[src/rtl/bse_pkg.sv]
package bse_pkg;
  localparam int unsigned INSTR_BYTES = 9;
  localparam int unsigned INSTR_W     = INSTR_BYTES * 8;

  localparam logic [7:0] OP_MEM_RD = 8'h02;
  localparam logic [7:0] OP_MEM_WR = 8'h03;
  localparam logic [7:0] OP_CFG_WR = 8'h04;
  localparam logic [7:0] OP_CFG_RD = 8'h05;
  localparam logic [7:0] OP_ACC_AO = 8'h06;
  localparam logic [7:0] OP_PREFIX = 8'h07;
  localparam logic [7:0] OP_JNE    = 8'h08;
  localparam logic [7:0] OP_JMP    = 8'h09;
  localparam logic [7:0] OP_SCR_AO = 8'h10;
  localparam logic [7:0] OP_IO_WR  = 8'h11;
  localparam logic [7:0] OP_IO_RD  = 8'h12;
  localparam logic [7:0] OP_EXIT   = 8'hEE;

  typedef enum logic [3:0] {
    ACT_NOP, ACT_MEM_RD, ACT_MEM_WR, ACT_CFG_WR, ACT_CFG_RD, ACT_ACC,
    ACT_SCR, ACT_JNE, ACT_JMP, ACT_IO_WR, ACT_IO_RD, ACT_EXIT
  } act_e;

  typedef enum logic [3:0] {
    ST_IDLE, ST_FETCH, ST_EXEC, ST_MEM_RD, ST_MEM_WR, ST_CFG_ADR,
    ST_CFG_WR, ST_CFG_RD, ST_IO_WR, ST_IO_RD, ST_DONE
  } state_e;
endpackage

[src/rtl/bse_fetch_buf.sv]
module bse_fetch_buf #(
  parameter int unsigned N_BYTES = 9,
  localparam int unsigned IDX_W = $clog2(N_BYTES)
) (
  input  logic                 clk_i,
  input  logic                 rst_ni,
  input  logic                 clr_i,
  input  logic                 wr_i,
  input  logic [7:0]           data_i,
  output logic [IDX_W-1:0]     idx_o,
  output logic                 last_o,
  output logic [N_BYTES*8-1:0] buf_o
);
  logic [IDX_W-1:0] idx_q;

  always_ff @(posedge clk_i or negedge rst_ni) begin
    if (!rst_ni)     idx_q <= '0;
    else if (clr_i)  idx_q <= '0;
    else if (wr_i)   idx_q <= idx_q + 1'b1;
  end

  for (genvar g = 0; g < N_BYTES; g++) begin : g_byte
    logic [7:0] b_q;
    always_ff @(posedge clk_i or negedge rst_ni) begin
      if (!rst_ni)                             b_q <= '0;
      else if (wr_i && idx_q == IDX_W'(g))     b_q <= data_i;
    end
    assign buf_o[g*8 +: 8] = b_q;
  end

  assign idx_o  = idx_q;
  assign last_o = (idx_q == IDX_W'(N_BYTES - 1));
endmodule

[src/rtl/bse_decode.sv]
module bse_decode
  import bse_pkg::*;
#(
  parameter logic [31:0] MEM_MASK  = 32'h0FFF_FFFF,
  parameter logic [31:0] PROT_ADDR = 32'h8000_0880,
  parameter int unsigned PROT_BIT  = 1
) (
  input  logic [INSTR_W-1:0] instr_i,
  input  logic [31:0]        acc_i,
  output act_e               act_o,
  output logic [31:0]        opa_o,
  output logic [31:0]        opb_o
);
  logic [7:0]  op;
  logic [31:0] a, b;

  always_comb begin
    op = instr_i[7:0];
    a  = instr_i[39:8];
    b  = instr_i[71:40];
    if (op == OP_PREFIX) begin
      op = a[7:0];
      a  = b;
      b  = acc_i;
    end
    case (op)
      OP_MEM_RD: act_o = ACT_MEM_RD;
      OP_MEM_WR: act_o = ACT_MEM_WR;
      OP_CFG_WR: act_o = ACT_CFG_WR;
      OP_CFG_RD: act_o = ACT_CFG_RD;
      OP_ACC_AO: act_o = ACT_ACC;
      OP_JNE:    act_o = ACT_JNE;
      OP_JMP:    act_o = ACT_JMP;
      OP_SCR_AO: act_o = ACT_SCR;
      OP_IO_WR:  act_o = ACT_IO_WR;
      OP_IO_RD:  act_o = ACT_IO_RD;
      OP_EXIT:   act_o = ACT_EXIT;
      default:   act_o = ACT_NOP;
    endcase
    if (act_o == ACT_MEM_RD) a = a & MEM_MASK;
    // protected config register: one bit may never be set by the script
    if (act_o == ACT_CFG_WR && a == PROT_ADDR) b[PROT_BIT] = 1'b0;
    opa_o = a;
    opb_o = b;
  end
endmodule

[src/rtl/bse_alu.sv]
module bse_alu
  import bse_pkg::*;
(
  input  act_e        act_i,
  input  logic [31:0] opa_i,
  input  logic [31:0] opb_i,
  input  logic [31:0] acc_i,
  input  logic [31:0] scr_i,
  input  logic [31:0] pc_i,
  output logic [31:0] acc_o,
  output logic [31:0] scr_o,
  output logic [31:0] pc_o
);
  logic        take;
  logic [31:0] pc_seq;

  assign pc_seq = pc_i + 32'(INSTR_BYTES);
  assign take   = (act_i == ACT_JMP) || (act_i == ACT_JNE && acc_i != opa_i);
  assign pc_o   = take ? pc_seq + opb_i : pc_seq;

  always_comb begin
    acc_o = acc_i;
    scr_o = scr_i;
    case (act_i)
      ACT_ACC: acc_o = (acc_i & opa_i) | opb_i;
      ACT_SCR: begin
        scr_o = (scr_i & opa_i) | opb_i;
        acc_o = scr_o;
      end
      default: ;
    endcase
  end
endmodule

[src/rtl/boot_script_engine.sv]
module boot_script_engine
  import bse_pkg::*;
#(
  parameter logic [31:0] PC_RESET  = 32'hFF00_0080,
  parameter logic [31:0] MEM_MASK  = 32'h0FFF_FFFF,
  parameter logic [31:0] PROT_ADDR = 32'h8000_0880,
  parameter int unsigned PROT_BIT  = 1,
  parameter int unsigned IO_ADDR_W = 16
) (
  input  logic                 clk_i,
  input  logic                 rst_ni,
  input  logic                 start_i,
  output logic                 done_o,
  output logic                 rom_req_o,
  output logic [31:0]          rom_addr_o,
  input  logic                 rom_ack_i,
  input  logic [7:0]           rom_data_i,
  output logic                 mem_req_o,
  output logic                 mem_we_o,
  output logic [31:0]          mem_addr_o,
  output logic [31:0]          mem_wdata_o,
  input  logic                 mem_ack_i,
  input  logic [31:0]          mem_rdata_i,
  output logic                 cfg_req_o,
  output logic                 cfg_we_o,
  output logic                 cfg_sel_o,
  output logic [31:0]          cfg_wdata_o,
  input  logic                 cfg_ack_i,
  input  logic [31:0]          cfg_rdata_i,
  output logic                 io_req_o,
  output logic                 io_we_o,
  output logic [IO_ADDR_W-1:0] io_addr_o,
  output logic [7:0]           io_wdata_o,
  input  logic                 io_ack_i,
  input  logic [7:0]           io_rdata_i
);
  localparam int unsigned IDX_W = $clog2(INSTR_BYTES);

  state_e              state_q;
  logic [31:0]         pc_q, acc_q, scr_q, opa_q, opb_q;
  act_e                act_q;
  logic                done_q;
  logic                start_ok, fb_clr, fb_wr, fb_last;
  logic [IDX_W-1:0]    fb_idx;
  logic [INSTR_W-1:0]  instr;
  act_e                dec_act;
  logic [31:0]         dec_a, dec_b, alu_acc, alu_scr, alu_pc, pc_seq;

  assign start_ok = start_i && (state_q == ST_IDLE || state_q == ST_DONE);
  assign fb_clr   = start_ok || (state_q == ST_EXEC);
  assign fb_wr    = (state_q == ST_FETCH) && rom_ack_i;
  assign pc_seq   = pc_q + 32'(INSTR_BYTES);

  bse_fetch_buf #(.N_BYTES(INSTR_BYTES)) u_fetch (
    .clk_i, .rst_ni, .clr_i(fb_clr), .wr_i(fb_wr), .data_i(rom_data_i),
    .idx_o(fb_idx), .last_o(fb_last), .buf_o(instr)
  );

  bse_decode #(.MEM_MASK(MEM_MASK), .PROT_ADDR(PROT_ADDR), .PROT_BIT(PROT_BIT)) u_dec (
    .instr_i(instr), .acc_i(acc_q), .act_o(dec_act), .opa_o(dec_a), .opb_o(dec_b)
  );

  bse_alu u_alu (
    .act_i(dec_act), .opa_i(dec_a), .opb_i(dec_b), .acc_i(acc_q), .scr_i(scr_q),
    .pc_i(pc_q), .acc_o(alu_acc), .scr_o(alu_scr), .pc_o(alu_pc)
  );

  always_ff @(posedge clk_i or negedge rst_ni) begin
    if (!rst_ni) begin
      state_q <= ST_IDLE;
      pc_q    <= '0;
      acc_q   <= '0;
      scr_q   <= '0;
      opa_q   <= '0;
      opb_q   <= '0;
      act_q   <= ACT_NOP;
      done_q  <= 1'b0;
    end else begin
      case (state_q)
        ST_IDLE, ST_DONE: if (start_ok) begin
          pc_q    <= PC_RESET;
          acc_q   <= '0;
          scr_q   <= '0;
          done_q  <= 1'b0;
          state_q <= ST_FETCH;
        end
        ST_FETCH: if (rom_ack_i && fb_last) state_q <= ST_EXEC;
        ST_EXEC: begin
          act_q <= dec_act;
          opa_q <= dec_a;
          opb_q <= dec_b;
          case (dec_act)
            ACT_MEM_RD: state_q <= ST_MEM_RD;
            ACT_MEM_WR: state_q <= ST_MEM_WR;
            ACT_CFG_WR, ACT_CFG_RD: state_q <= ST_CFG_ADR;
            ACT_IO_WR:  state_q <= ST_IO_WR;
            ACT_IO_RD:  state_q <= ST_IO_RD;
            ACT_EXIT: begin
              done_q  <= 1'b1;
              state_q <= ST_DONE;
            end
            default: begin
              acc_q   <= alu_acc;
              scr_q   <= alu_scr;
              pc_q    <= alu_pc;
              state_q <= ST_FETCH;
            end
          endcase
        end
        ST_MEM_RD: if (mem_ack_i) begin
          acc_q   <= mem_rdata_i;
          pc_q    <= pc_seq;
          state_q <= ST_FETCH;
        end
        ST_MEM_WR, ST_CFG_WR, ST_IO_WR:
          if (mem_ack_i || cfg_ack_i || io_ack_i) begin
            pc_q    <= pc_seq;
            state_q <= ST_FETCH;
          end
        ST_CFG_ADR: if (cfg_ack_i)
          state_q <= (act_q == ACT_CFG_RD) ? ST_CFG_RD : ST_CFG_WR;
        ST_CFG_RD: if (cfg_ack_i) begin
          acc_q   <= cfg_rdata_i;
          pc_q    <= pc_seq;
          state_q <= ST_FETCH;
        end
        ST_IO_RD: if (io_ack_i) begin
          acc_q   <= {24'h0, io_rdata_i};
          pc_q    <= pc_seq;
          state_q <= ST_FETCH;
        end
        default: state_q <= ST_IDLE;
      endcase
    end
  end

  assign done_o      = done_q;
  assign rom_req_o   = (state_q == ST_FETCH);
  assign rom_addr_o  = pc_q + {{(32-IDX_W){1'b0}}, fb_idx};
  assign mem_req_o   = (state_q == ST_MEM_RD) || (state_q == ST_MEM_WR);
  assign mem_we_o    = (state_q == ST_MEM_WR);
  assign mem_addr_o  = opa_q;
  assign mem_wdata_o = opb_q;
  assign cfg_req_o   = (state_q == ST_CFG_ADR) || (state_q == ST_CFG_WR) || (state_q == ST_CFG_RD);
  assign cfg_we_o    = (state_q != ST_CFG_RD);
  assign cfg_sel_o   = (state_q != ST_CFG_ADR);
  assign cfg_wdata_o = (state_q == ST_CFG_ADR) ? opa_q : opb_q;
  assign io_req_o    = (state_q == ST_IO_WR) || (state_q == ST_IO_RD);
  assign io_we_o     = (state_q == ST_IO_WR);
  assign io_addr_o   = opa_q[IO_ADDR_W-1:0];
  assign io_wdata_o  = opb_q[7:0];

  // address register value as seen on the port, for the protected-bit check
  logic [31:0] cfg_adr_seen_q;
  always_ff @(posedge clk_i or negedge rst_ni) begin
    if (!rst_ni) cfg_adr_seen_q <= '0;
    else if (cfg_req_o && cfg_ack_i && !cfg_sel_o) cfg_adr_seen_q <= cfg_wdata_o;
  end

  AST_ONE_REQ: assert property (@(posedge clk_i) disable iff (!rst_ni)
    $onehot0({rom_req_o, mem_req_o, cfg_req_o, io_req_o}));
  AST_ROM_HOLD: assert property (@(posedge clk_i) disable iff (!rst_ni)
    rom_req_o && !rom_ack_i |=> rom_req_o && $stable(rom_addr_o));
  AST_MEM_HOLD: assert property (@(posedge clk_i) disable iff (!rst_ni)
    mem_req_o && !mem_ack_i |=> mem_req_o && $stable(mem_addr_o) && $stable(mem_wdata_o));
  AST_FETCH_SEQ: assert property (@(posedge clk_i) disable iff (!rst_ni)
    rom_req_o && rom_ack_i && !fb_last |=> rom_req_o && rom_addr_o == $past(rom_addr_o) + 32'd1);
  AST_CFG_ADR_FIRST: assert property (@(posedge clk_i) disable iff (!rst_ni)
    $rose(cfg_req_o) |-> !cfg_sel_o);
  AST_PROT_BIT: assert property (@(posedge clk_i) disable iff (!rst_ni)
    cfg_req_o && cfg_sel_o && cfg_we_o && cfg_adr_seen_q == PROT_ADDR |-> !cfg_wdata_o[PROT_BIT]);
  AST_DONE_QUIET: assert property (@(posedge clk_i) disable iff (!rst_ni)
    done_o |-> !(rom_req_o || mem_req_o || cfg_req_o || io_req_o));
endmodule

[config.mk]
export PLATFORM = sky130hd
export DESIGN_NAME = boot_script_engine
export DESIGN_NICKNAME = d
export VERILOG_FILES = /design/src/rtl/bse_pkg.sv /design/src/rtl/bse_fetch_buf.sv /design/src/rtl/bse_decode.sv /design/src/rtl/bse_alu.sv /design/src/rtl/boot_script_engine.sv
export SDC_FILE = /design/constraint.sdc
export NUM_CORES = 1
export LEC_CHECK = 0
export ABC_AREA = 1
export CAP_MARGIN = 20
export CORE_MARGIN = 2
export CORE_UTILIZATION = 45
export CTS_CLUSTER_SIZE = 14
export DETAILED_ROUTE_END_ITERATION = 8
export DONT_BUFFER_PORTS = 1
export PLACE_DENSITY = 0.65
export SYNTH_ARGS = -nofsm -noshare
export SYNTH_HDL_FRONTEND = slang
export SYNTH_SLANG_ARGS = --single-unit
[constraint.sdc]
create_clock -name clk_i -period 6.57 [get_ports clk_i]
set_clock_uncertainty 0.2 [all_clocks]
set_input_delay 0.3285 -clock clk_i [delete_from_list [all_inputs] [get_ports clk_i]]
set_output_delay 0.3285 -clock clk_i [all_outputs]
set_load 0.005 [all_outputs]
# Word level (Yosys, flattened, before mapping)
# Cells that the tools add are included.
op_classes:
  n_mux: 40
  n_reduce_logical: 38
  add_sub_neg: 4
  eq_ne: 57
  bitwise: 4
op_table:
  columns: ["op", "count"]
  rows:
  - ["$mux W32", 18]
  - ["$pmux W32 S6", 1]
  - ["$pmux W32 S5", 1]
  - ["$pmux W32 S2", 2]
  - ["$and A32 B32 Y32", 2]
  - ["$or A32 B32 Y32", 2]
  - ["$eq A4 B3 Y1 const B", 13]
  - ["$pmux W4 S11", 1]
  - ["$mux W4", 9]
  - ["$add A32 B32 Y32", 1]
  - ["$add A32 B4 Y32", 1]
  - ["$add A32 B4 Y32 const B", 1]
  - ["$eq A32 B32 Y1 const B", 1]
  - ["$eq A4 B4 Y1 const B", 8]
  - ["$eq A8 B3 Y1 const B", 4]
  - ["$ne A32 B32 Y1", 1]
  - ["$pmux W4 S8", 1]
  - ["$eq A4 B2 Y1 const B", 6]
  - ["$eq A8 B5 Y1 const B", 3]
  - ["$pmux W4 S6", 1]
  - ["$reduce_and A7 Y1", 3]
  - ["$eq A8 B2 Y1 const B", 2]
  - ["$eq A8 B4 Y1 const B", 2]
  - ["$logic_and A1 B1 Y1", 14]
  - ["20 further kinds", 45]
word_totals:
  ff_bits: 245
  elab_cells: 161
  inputBits: 87
  out_inout_bits: 161

# Depth between registers and ports, before layout
# Gate-level depths: netlist of the first run.
logic_depth:
  word_depth: 13
  ltp_mapped: 34
  depth_no_buf: 32

# Hierarchy
# A second synthesis of the first run with hierarchy kept.
unflattened:
  hier_cells: 3076
  area_unflattened_um2: 19651.3
modules_own_cells:
  columns: ["module", "area_each_um2", "seq_area_each_um2", "cells_each", "instances"]
  rows:
  - ["boot_script_engine", 10104.7, 4229.1, 1504, 1]
  - ["bse_alu", 5210.0, 0.0, 1020, 1]
  - ["bse_fetch_buf", 2975.4, 1901.8, 290, 1]
  - ["bse_decode", 1361.3, 0.0, 262, 1]

# Worst setup path after synthesis of the first run
# No wires, ideal clock.
synth_path:
  kind: "reg-to-reg"
  start: "register u_fetch.g_byte[0].b_q[4]"
  end: "register pc_q[18]"
  period_less_slack_ps: 3794
  t_arrival_ps: 3477
  path_stages_with_launch: 34
  required_time_ps: 6254
  path_buffers: 2
  path_slack_ps: 2776
  setup_time_ps: 116
  path_cell_list: "dfrtp_1 > inv_2 > nand2_1 > nor2_2 > nand2_4 > buf_6 > clkbuf_1 > nand2_1 > nand2_1 > nor2_1 > nand3_1 > nor2_1 > nand2_1 > nor2_1 > nand2_1 > nand2_1 > inv_1 > fa_1 > nand2_1 > inv_1 > o21ai_0 > nand2_1 > nand2_1 > nand2_1 > nand2_1 > nand2_1 > nand2_1 > nand2_1 > xnor2_1 > a21oi_1 > o21ai_0 > nand2_1 > nand2_1 > nand2_1"
synth_via:
  word_cells_on_any_way: 39
  classes_between: "add/sub (1); eq/ne (24); mux (9); reduce/logical (5)"
synth_rtl:
  columns: ["element", "line", "text"]
  rows:
  - ["from (decl)", "bse_fetch_buf.sv:23", "logic [7:0] b_q;"]
  - ["from (signal assigned)", "bse_fetch_buf.sv:26", "else if (wr_i && idx_q == IDX_W'(g)) b_q <= data_i;"]
  - ["$eq A8 B3 Y1", "bse_decode.sv:21", "if (op == OP_PREFIX) begin"]
  - ["$mux W32", "bse_decode.sv:21", null]
  - ["$mux W32", "bse_decode.sv:40", "if (act_o == ACT_MEM_RD) a = a & MEM_MASK;"]
  - ["net dec_a[6]", "boot_script_engine.sv:47", "logic [31:0] dec_a, dec_b, alu_acc, alu_scr, alu_pc, pc_seq;"]
  - ["$eq A32 B32 Y1", "bse_decode.sv:42", "if (act_o == ACT_CFG_WR && a == PROT_ADDR) b[PROT_BIT] = 1'b0;"]
  - ["$logic_and A1 B1 Y1", "bse_decode.sv:42", null]
  - ["$mux W1", "bse_decode.sv:42", null]
  - ["net dec_b[1]", "boot_script_engine.sv:47", null]
  - ["$add A32 B32 Y32", "bse_alu.sv:19", "assign pc_o = take ? pc_seq + opb_i : pc_seq;"]
  - ["$mux W32", "bse_alu.sv:19", null]
  - ["$mux W32", "boot_script_engine.sv:92", "case (dec_act)"]
  - ["$pmux W32 S6", "boot_script_engine.sv:79", "case (state_q)"]
  - ["to (signal assigned)", "boot_script_engine.sv:105", "pc_q <= alu_pc;"]
  - ["to (signal assigned)", "boot_script_engine.sv:112", "pc_q <= pc_seq;"]
  - ["to (signal assigned)", "boot_script_engine.sv:117", "pc_q <= pc_seq;"]
  - ["to (decl)", "boot_script_engine.sv:40", "logic [31:0] pc_q, acc_q, scr_q, opa_q, opb_q;"]
# The timed path passes the listed nets, and every way through them passes these cells. The select of a mux whose other input is x is not followed.
# A chain may end at the register's enable or synchronous reset.

# Final worst setup path of the first run
layout_path:
  start: "register u_fetch.g_byte[0].b_q[3]"
  end: "register pc_q[0]"
layout_via:
  elab_chain_len: 12
  word_cells_on_any_way: 36
  classes_between: "add/sub (1); eq/ne (23); mux (8); reduce/logical (4)"
layout_rtl:
  columns: ["element", "line", "text"]
  rows:
  - ["$eq A8 B3 Y1", "bse_decode.sv:21", null]
  - ["$mux W8", "bse_decode.sv:21", null]
  - ["$eq A8 B8 Y1 (tied with other cells)", "bse_decode.sv:26", "case (op)"]
  - ["$pmux W4 S11", "bse_decode.sv:26", null]
  - ["$eq A4 B1 Y1", "bse_decode.sv:40", null]
  - ["$mux W32 *", "bse_decode.sv:40", null]
  - ["net dec_a[31]", "boot_script_engine.sv:47", null]
  - ["$ne A32 B32 Y1 *", "bse_alu.sv:18", "assign take = (act_i == ACT_JMP) || (act_i == ACT_JNE && acc_i != opa_i);"]
  - ["$logic_and A1 B1 Y1 *", "bse_alu.sv:18", null]
  - ["$logic_or A1 B1 Y1 *", "bse_alu.sv:18", null]
  - ["$mux W32 *", "bse_alu.sv:19", null]
  - ["$mux W32 *", "boot_script_engine.sv:92", null]
  - ["$pmux W32 S6 *", "boot_script_engine.sv:79", null]
# Mark *: on every way through the listed nets, which the timed path passes. The rest lies on a longest branch. The select of a mux whose other input is x is not followed.

==> results.sh, run 1 <==
export IMPL_synth_top_area_share_pct=35.9
export IMPL_finalHoldViolCount=0
export IMPL_min_period_ps=5490
export IMPL_num_vias=16800
export IMPL_track_usage_pct=30.3
export IMPL_crit_reg2reg_capture="pc_q[0]"
export IMPL_crit_path_end="pc_q[0]"
export IMPL_synthesis_area_um2=17100
export IMPL_grt_pass1_vias=15900
export IMPL_cp_slowest_cell="nand2_2"
export IMPL_cp_max_fo=65
export IMPL_fin_nets=2696
export IMPL_cts_inserted_buffers=30
export IMPL_drt_vias_per_instance=5.48
export IMPL_grt_start_max_net_pins=246
export IMPL_ant_nets=0
export IMPL_powerDensity_nw_per_um2=429
export IMPL_ios=248
export IMPL_syn2layout_area_growth_pct=12.2
export IMPL_first_pass_iters=5
export IMPL_synth_nets=2685
export IMPL_cts_buffer_depth=3
export IMPL_finalSetupViolCount=0
export IMPL_synth_cells=2524
export IMPL_clock_latency_ps=570
export IMPL_cts_setup_buffers=0
export IMPL_numPortBuffers=0
export IMPL_grt_pass1_wl_mm=92.3
export IMPL_timing_final_crit_share_pct=83.5
export IMPL_die_w_um=199
export IMPL_die_height_um=199
export IMPL_cp_start_kind="flip-flop"
export IMPL_power_leakage_nw=9.90
export IMPL_clock_root_buffer="clkbuf_16"
export IMPL_cts_tree="yes"
export IMPL_antenna_found_initial=1
export IMPL_layout_drive_gt1_share_pct=4.46
export IMPL_finalSetupTns_ps=0
export IMPL_final_area_um2=19200
export IMPL_synth_area_leaders="dfrtp_1 36%, nand2_1 17%, o21ai_0 7.5%"
export IMPL_critPathCaptureType="flip-flop"
export IMPL_rsz0062_at_grt="false"
export IMPL_postSynthAreaPerCell_um2=6.77
export IMPL_required_ps=6840
export IMPL_std_cell_rows=71
export IMPL_core_um2=37500
export IMPL_path_cells="inv_1, nand2_1, nor2_4, buf_4, nand2_4, o21ai_2, nand2_2, nor2_1, nand2_1, nand2_1, inv_1, ha_1, nor4_1, nand4_1, or2_2, nand2_1, nand2_2, inv_2, nand2_1, o211ai_1, o21ai_0, nand2_1, nand2_1"
export IMPL_drt_initial_drc_count=1635
export IMPL_path_class="reg -> reg"
export IMPL_synth_seq_cells=245
export IMPL_setup_worst_path_start="u_fetch.g_byte[0].b_q[3]"
export IMPL_ff2ff_path_depth=23
export IMPL_p_total_mw=8.23
export IMPL_synth_area_leader_cell="dfrtp_1"
export IMPL_yosysSeqAreaShare_pct=35.9
export IMPL_synthDistinctLibCells=53
export IMPL_wl_per_cell_um=19.5
export IMPL_gp_congestion=0.971
export IMPL_start_util_pct=45.6
export IMPL_routed_wl_mm=59.7
export IMPL_cts_resized=0
export IMPL_yosys_warnings=0
export IMPL_drv_slew=0
export IMPL_ir_worst_vdd_uv=263
export IMPL_cpMostUsedCell="nand2_1"
export IMPL_status="finished clean"
export IMPL_reg2reg_slack_ps=1080
export IMPL_gr_total_overflow=0
export IMPL_critPathArrivalTime_ps=5750
export IMPL_hp_class="in -> reg"
export IMPL_rr_startpoint="u_fetch.g_byte[0].b_q[3]"
export IMPL_maxCapViolCount=0
export IMPL_dieArea_um2=39500
export IMPL_placed_area_um2=17300
export IMPL_critPathMaxStageDelay_ps=550
export IMPL_cts_clk_slew_worst_paths_ps=60
export IMPL_dpl_hpwl_mm=44.4
export IMPL_htreeDepth=1
export IMPL_drc=0
export IMPL_tightest_slew_ps=1040
export IMPL_slew_headroom_pct=30.7
export IMPL_cts_sinks=245
export IMPL_max_clock_freq_mhz=182
-- kinds of logic after synthesis --
kind of cell	count (synthesis)	synth area share [%]
adders and majority gates	74	5.51
AOI/OAI and AO/OA	449	14.4
DFF	245	35.9
buffers and inverters	457	10.9
xor gates and xnor gates	79	4.05
muxes	5	0.300
and+or+nand+nor	1215	29.0
-- area by class of cell --
type	count	area [um2]
timing repair buffer	98	970
sequential	245	6130
multi-input combinational	1822	9120
clock buffer	43	901
inverter	338	1270
fill	3782	18300
clock inverter	12	141
antenna	1	2.50
tap	511	639
-- state kept, by name, indices dropped and copies added (netlist names) --
register / count
mem_wdata_o: 32
pc_q: 32
mem_addr_o: 32
state_q: 4
u_fetch.g_byte.b_q: 72
done_o: 1
u_fetch.idx_o: 4
acc_q: 32
act_q: 4
scr_q: 32
-- metal layers --
| metal | track usage, % | wire length, um | share of wire [%] | vias to the layer above |
|---|---|---|---|---|
| met5 | 0 | 0 | 0 | - |
| met4 | 9.29 | 1880 | 3.1 | 0 |
| met3 | 5.68 | 5000 | 8.4 | 94 |
| met2 | 47.0 | 26400 | 44 | 644 |
| met1 | 42.9 | 26500 | 44 | 8021 |
| li1 | - | - | - | 8063 |
-- cell usage in the layout, fill, tap and decap left out, types with 26 or more instances in the layout --
cell type and instances:
dlygate4sd3_1 76, inv_1 327, nor3_1 54, xnor2_1 30, clkbuf_16 31, a21oi_1 98, xor2_1 49, nor2_1 214
nand2_1 792, dfrtp_1 245, nand3_1 92, o21ai_0 257, ha_1 72, o211ai_1 26
-- repair_timing --
item / 4_1_cts / 5_1_grt
setup endpoints to repair: 0 / 0
endpoints found under the hold margin: 347 / 0
hold buffers: 77 / 0
-- synthesized netlist by cell type (all sizes together) --
| cell | n |
|---|---|
| nand2 | 799 |
| inv | 337 |
| o21ai | 281 |
| dfrtp | 245 |
| nor2 | 223 |
| a21oi | 98 |
| nand3 | 94 |
| ha | 72 |
| buf | 64 |
| nor3 | 58 |
| clkbuf | 55 |
| xor2 | 49 |
| xnor2 | 30 |
| o211ai | 27 |
| nand4 | 18 |
| nor4 | 14 |
| a21o | 8 |
| a221oi | 8 |
| a31oi | 7 |
| o22ai | 5 |
| mux2i | 4 |
| nor3b | 4 |
| o21bai | 4 |
| a22o | 3 |
| a41oi | 2 |
| fa | 2 |
| nand3b | 2 |
| o21a | 2 |
| a211oi | 1 |
| a21boi | 1 |
| and2 | 1 |
| and3 | 1 |
| clkinv | 1 |
| mux2 | 1 |
| o31ai | 1 |
| o41ai | 1 |
| or2 | 1 |
-- through the flow --
step / hold slack, ps / util [%] / std cells / setup slack, ps
global route: 50.7 / 51.1 / 3069 / 617
finish: 8.82 / 51.1 / 3070 / 1080
CTS: 8.15 / 51.0 / 3067 / 1120
global placement: -150 / 46.2 / 2935 / 1350
floorplan: -167 / - / 2524 / 2780
detailed placement: -151 / 46.2 / 2935 / 1130
-- how the worst min path moves through the flow --
| stage | startpoint | to | slack, ps | depth (start not counted) |
|---|---|---|---|---|
| final | rom_ack_i | state_q[0] | 9 | 5 |
| after global routing | rom_ack_i | state_q[0] | 50 | 5 |
| after CTS | rom_ack_i | state_q[0] | 8 | 5 |
| after detailed placement | rst_ni | scr_q[7] | -150 | 0 |
| after global placement | rst_ni | mem_addr_o[7] | -150 | 0 |
| after floorplan | rst_ni | acc_q[0] | -170 | 0 |
-- power breakdown --
group          switching, mW  internal [mW]
Clock                  0.695           1.06
Combinational           2.68           1.22
Sequential             0.489           2.08
-- worst max-delay path: cells and delay by family, from the launching register on --
family,cells,cell delay [ps]
compound gates,3,560
fa+ha+maj,1,290
flops,1,400
simple gates,15,2930
buf+inv,4,940
Note: power is estimated with default switching activity, not from simulation.
==> run 2, diff against run 1 <==
--- a/config.mk
+++ b/config.mk
@@ -12,7 +12,7 @@
 export CTS_CLUSTER_SIZE = 14
 export DETAILED_ROUTE_END_ITERATION = 8
 export DONT_BUFFER_PORTS = 1
-export PLACE_DENSITY = 0.65
+export PLACE_DENSITY = 0.67
 export SYNTH_ARGS = -nofsm -noshare
 export SYNTH_HDL_FRONTEND = slang
 export SYNTH_SLANG_ARGS = --single-unit
==> constraint.sdc (replaced) <==
create_clock -name clk_i -period 4.7 [get_ports clk_i]
set_clock_uncertainty 0.2 [all_clocks]
set_input_delay 0.235 -clock clk_i [delete_from_list [all_inputs] [get_ports clk_i]]
set_output_delay 0.235 -clock clk_i [all_outputs]
set_load 0.005 [all_outputs]
==> run 2 against run 1 <==
The flow now finishes with violations (negative hold slack). Combinational power up 45%. Critical path depth down 3. Final area up 1.2%. Sequential power up 40%. Clock power up 26%. Hold slack worse by 820 ps. Sequential share of layout area down 0.37 points. Via count up 1.7%. Setup slack worse by 870 ps.
==> results.sh, run 2 (synthesis results as in run 1) <==
export IMPL_final_cell_mix="786 x nand2_1, 327 x inv_1, 256 x o21ai_0, 245 x dfrtp_1, 205 x nor2_1"
export IMPL_fillCellCount=3803
export IMPL_placed_area_um2=17400
export IMPL_fin_nets=2724
export IMPL_cts_buffer_depth=3
export IMPL_drt_initial_drc_count=1524
export IMPL_layout_drive_gt1_share_pct=6.00
export IMPL_dpl_hpwl_mm=45.4
export IMPL_cts_sinks=245
export IMPL_ff2ff_path_depth=20
export IMPL_dieArea_um2=39500
export IMPL_multiInputGateArea_um2=9190
export IMPL_tightest_slew_ps=961
export IMPL_finalHoldViolCount=245
export IMPL_finalSetupTns_ps=0
export IMPL_slew_headroom_pct=35.3
export IMPL_rsz0062_at_grt="true"
export IMPL_ctsHoldBuffers=76
export IMPL_ios=248
export IMPL_grt_start_max_net_pins=246
export IMPL_required_ps=5000
export IMPL_syn2layout_area_growth_pct=13.5
export IMPL_final_area_um2=19400
export IMPL_numPortBuffers=0
export IMPL_maxCapViolCount=0
export IMPL_min_period_ps=4480
export IMPL_hp_class="in -> async"
export IMPL_holdWs_ps=-816
export IMPL_die_w_um=199
export IMPL_path_class="reg -> reg"
export IMPL_htreeDepth=1
export IMPL_drv_slew=0
export IMPL_grt_pass1_wl_mm=92.7
export IMPL_clock_root_buffer="clkbuf_16"
export IMPL_powerDensity_nw_per_um2=592
export IMPL_grt_pass1_vias=15900
export IMPL_p_total_mw=11.5
export IMPL_cp_start_kind="flip-flop"
export IMPL_power_leakage_nw=9.99
export IMPL_cp_max_fo=13
export IMPL_top_register="u_fetch.g_byte.b_q"
export IMPL_die_height_um=199
export IMPL_antenna_found_initial=2
export IMPL_max_clock_freq_mhz=223
export IMPL_clock_latency_ps=570
export IMPL_ir_worst_vdd_uv=415
export IMPL_timing_final_crit_share_pct=95.4
export IMPL_track_usage_pct=30.5
export IMPL_core_um2=37500
export IMPL_status="finished, violations left"
export IMPL_ant_nets=0
export IMPL_critPathArrivalTime_ps=4790
export IMPL_finalSetupViolCount=0
export IMPL_std_cell_rows=71
export IMPL_cp_slowest_cell="nor4_1"
export IMPL_gp_congestion=0.976
export IMPL_first_pass_iters=6
export IMPL_wl_per_cell_um=19.7
export IMPL_start_util_pct=45.6
export IMPL_violations="negative hold slack"
export IMPL_routed_wl_mm=61.0
export IMPL_gr_total_overflow=0
export IMPL_cpMostUsedCell="nand2_1"
export IMPL_path_cells="inv_1, nand2_1, nor2_4, nand2_8, buf_4, buf_4, nand2_1, nand2_1, inv_1, ha_1, nor4_1, nand4_1, or2_2, nand2_1, nand2_2, inv_2, o21ai_0, o21ai_0, nand2_1, nand2_1"
export IMPL_cts_inserted_buffers=29
export IMPL_final_cells=3095
export IMPL_final_seq_area_um2=6130
export IMPL_drc=0
export IMPL_largest_reg_flops=72
export IMPL_critPathCaptureType="flip-flop"
export IMPL_num_vias=17100
export IMPL_dpl_cell_count=2954
export IMPL_cts_tree="yes"
export IMPL_layout_commonest_cell="nand2_1"
export IMPL_drt_vias_per_instance=5.53
export IMPL_cts_clk_slew_worst_paths_ps=60
export IMPL_critPathMaxStageDelay_ps=640
-- run 2: changes by cell type in the layout (fill, tap and decap cells not counted), moves of 2 or more --
| cell | delta |
|---|---|
| buf_12 | +3 |
| buf_16 | -2 |
| buf_4 | +23 |
| nand2_1 | -6 |
| nand2_2 | +6 |
| nor2_1 | -9 |
| nor2_2 | +8 |
-- run 2: cell type report --
cell class	count	area share, %
well taps	511	3.30
repair buffers	127	6.39
flip-flops and latches	245	31.6
clock buffers	39	4.19
inverters	338	6.55
multi-input cells	1822	47.4
diodes	2	0.0258
clock inverters	11	0.568
-- run 2: through the flow --
| step | util, % | setup slack (ps) |
|---|---|---|
| floorplan | - | 906 |
| global placement | 46.5 | 187 |
| detailed placement | 46.5 | 88.9 |
| CTS | 51.0 | 74.6 |
| global route | 51.7 | -108 |
| finish | 51.7 | 218 |
-- run 2: where the power goes --
part           internal (mW)  leakage [nW]  switching, mW
clock                   1.31         0.455          0.917
sequential              2.91          3.19          0.688
combinational           1.83          6.35           3.82
-- run 2: worst paths after layout --
kind	slack (ps)	start	to
max in group asynchronous	4510	rst_ni	pc_q[31]
min in group clk_i	80	io_ack_i	acc_q[0]
worst min-delay path	-820	rst_ni	u_fetch.g_byte[3].b_q[6]
worst max-delay path	220	u_fetch.g_byte[0].b_q[3]	pc_q[1]
worst max register to register	220	u_fetch.g_byte[0].b_q[3]	pc_q[1]
worst min register to register	280	u_fetch.g_byte[4].b_q[7]	u_fetch.g_byte[4].b_q[7]
-- run 2: per-layer routing --
metal / GRT usage (%) / routed length (um) / up-vias
met4: 10.4 / 2360 / 0
met3: 6.17 / 5150 / 121
li1: - / - / 8116
met2: 47.3 / 26800 / 705
met5: 0.511 / 0 / -
met1: 42.4 / 26700 / 8170
-- run 2: worst max-delay path, delay by kind of cell, from the launching register on --
kind            cells  cell delay, ps
compound gates      2             330
simple gates       12            2450
buf+inv             5             790
flops               1             400
fa+ha+maj           1             240
-- run 2: what timing repair did --
action,CTS,global route
endpoints found under the hold margin,355,245
setup buffers,0,9
endpoints found under the setup margin,0,31
resized for setup,0,35
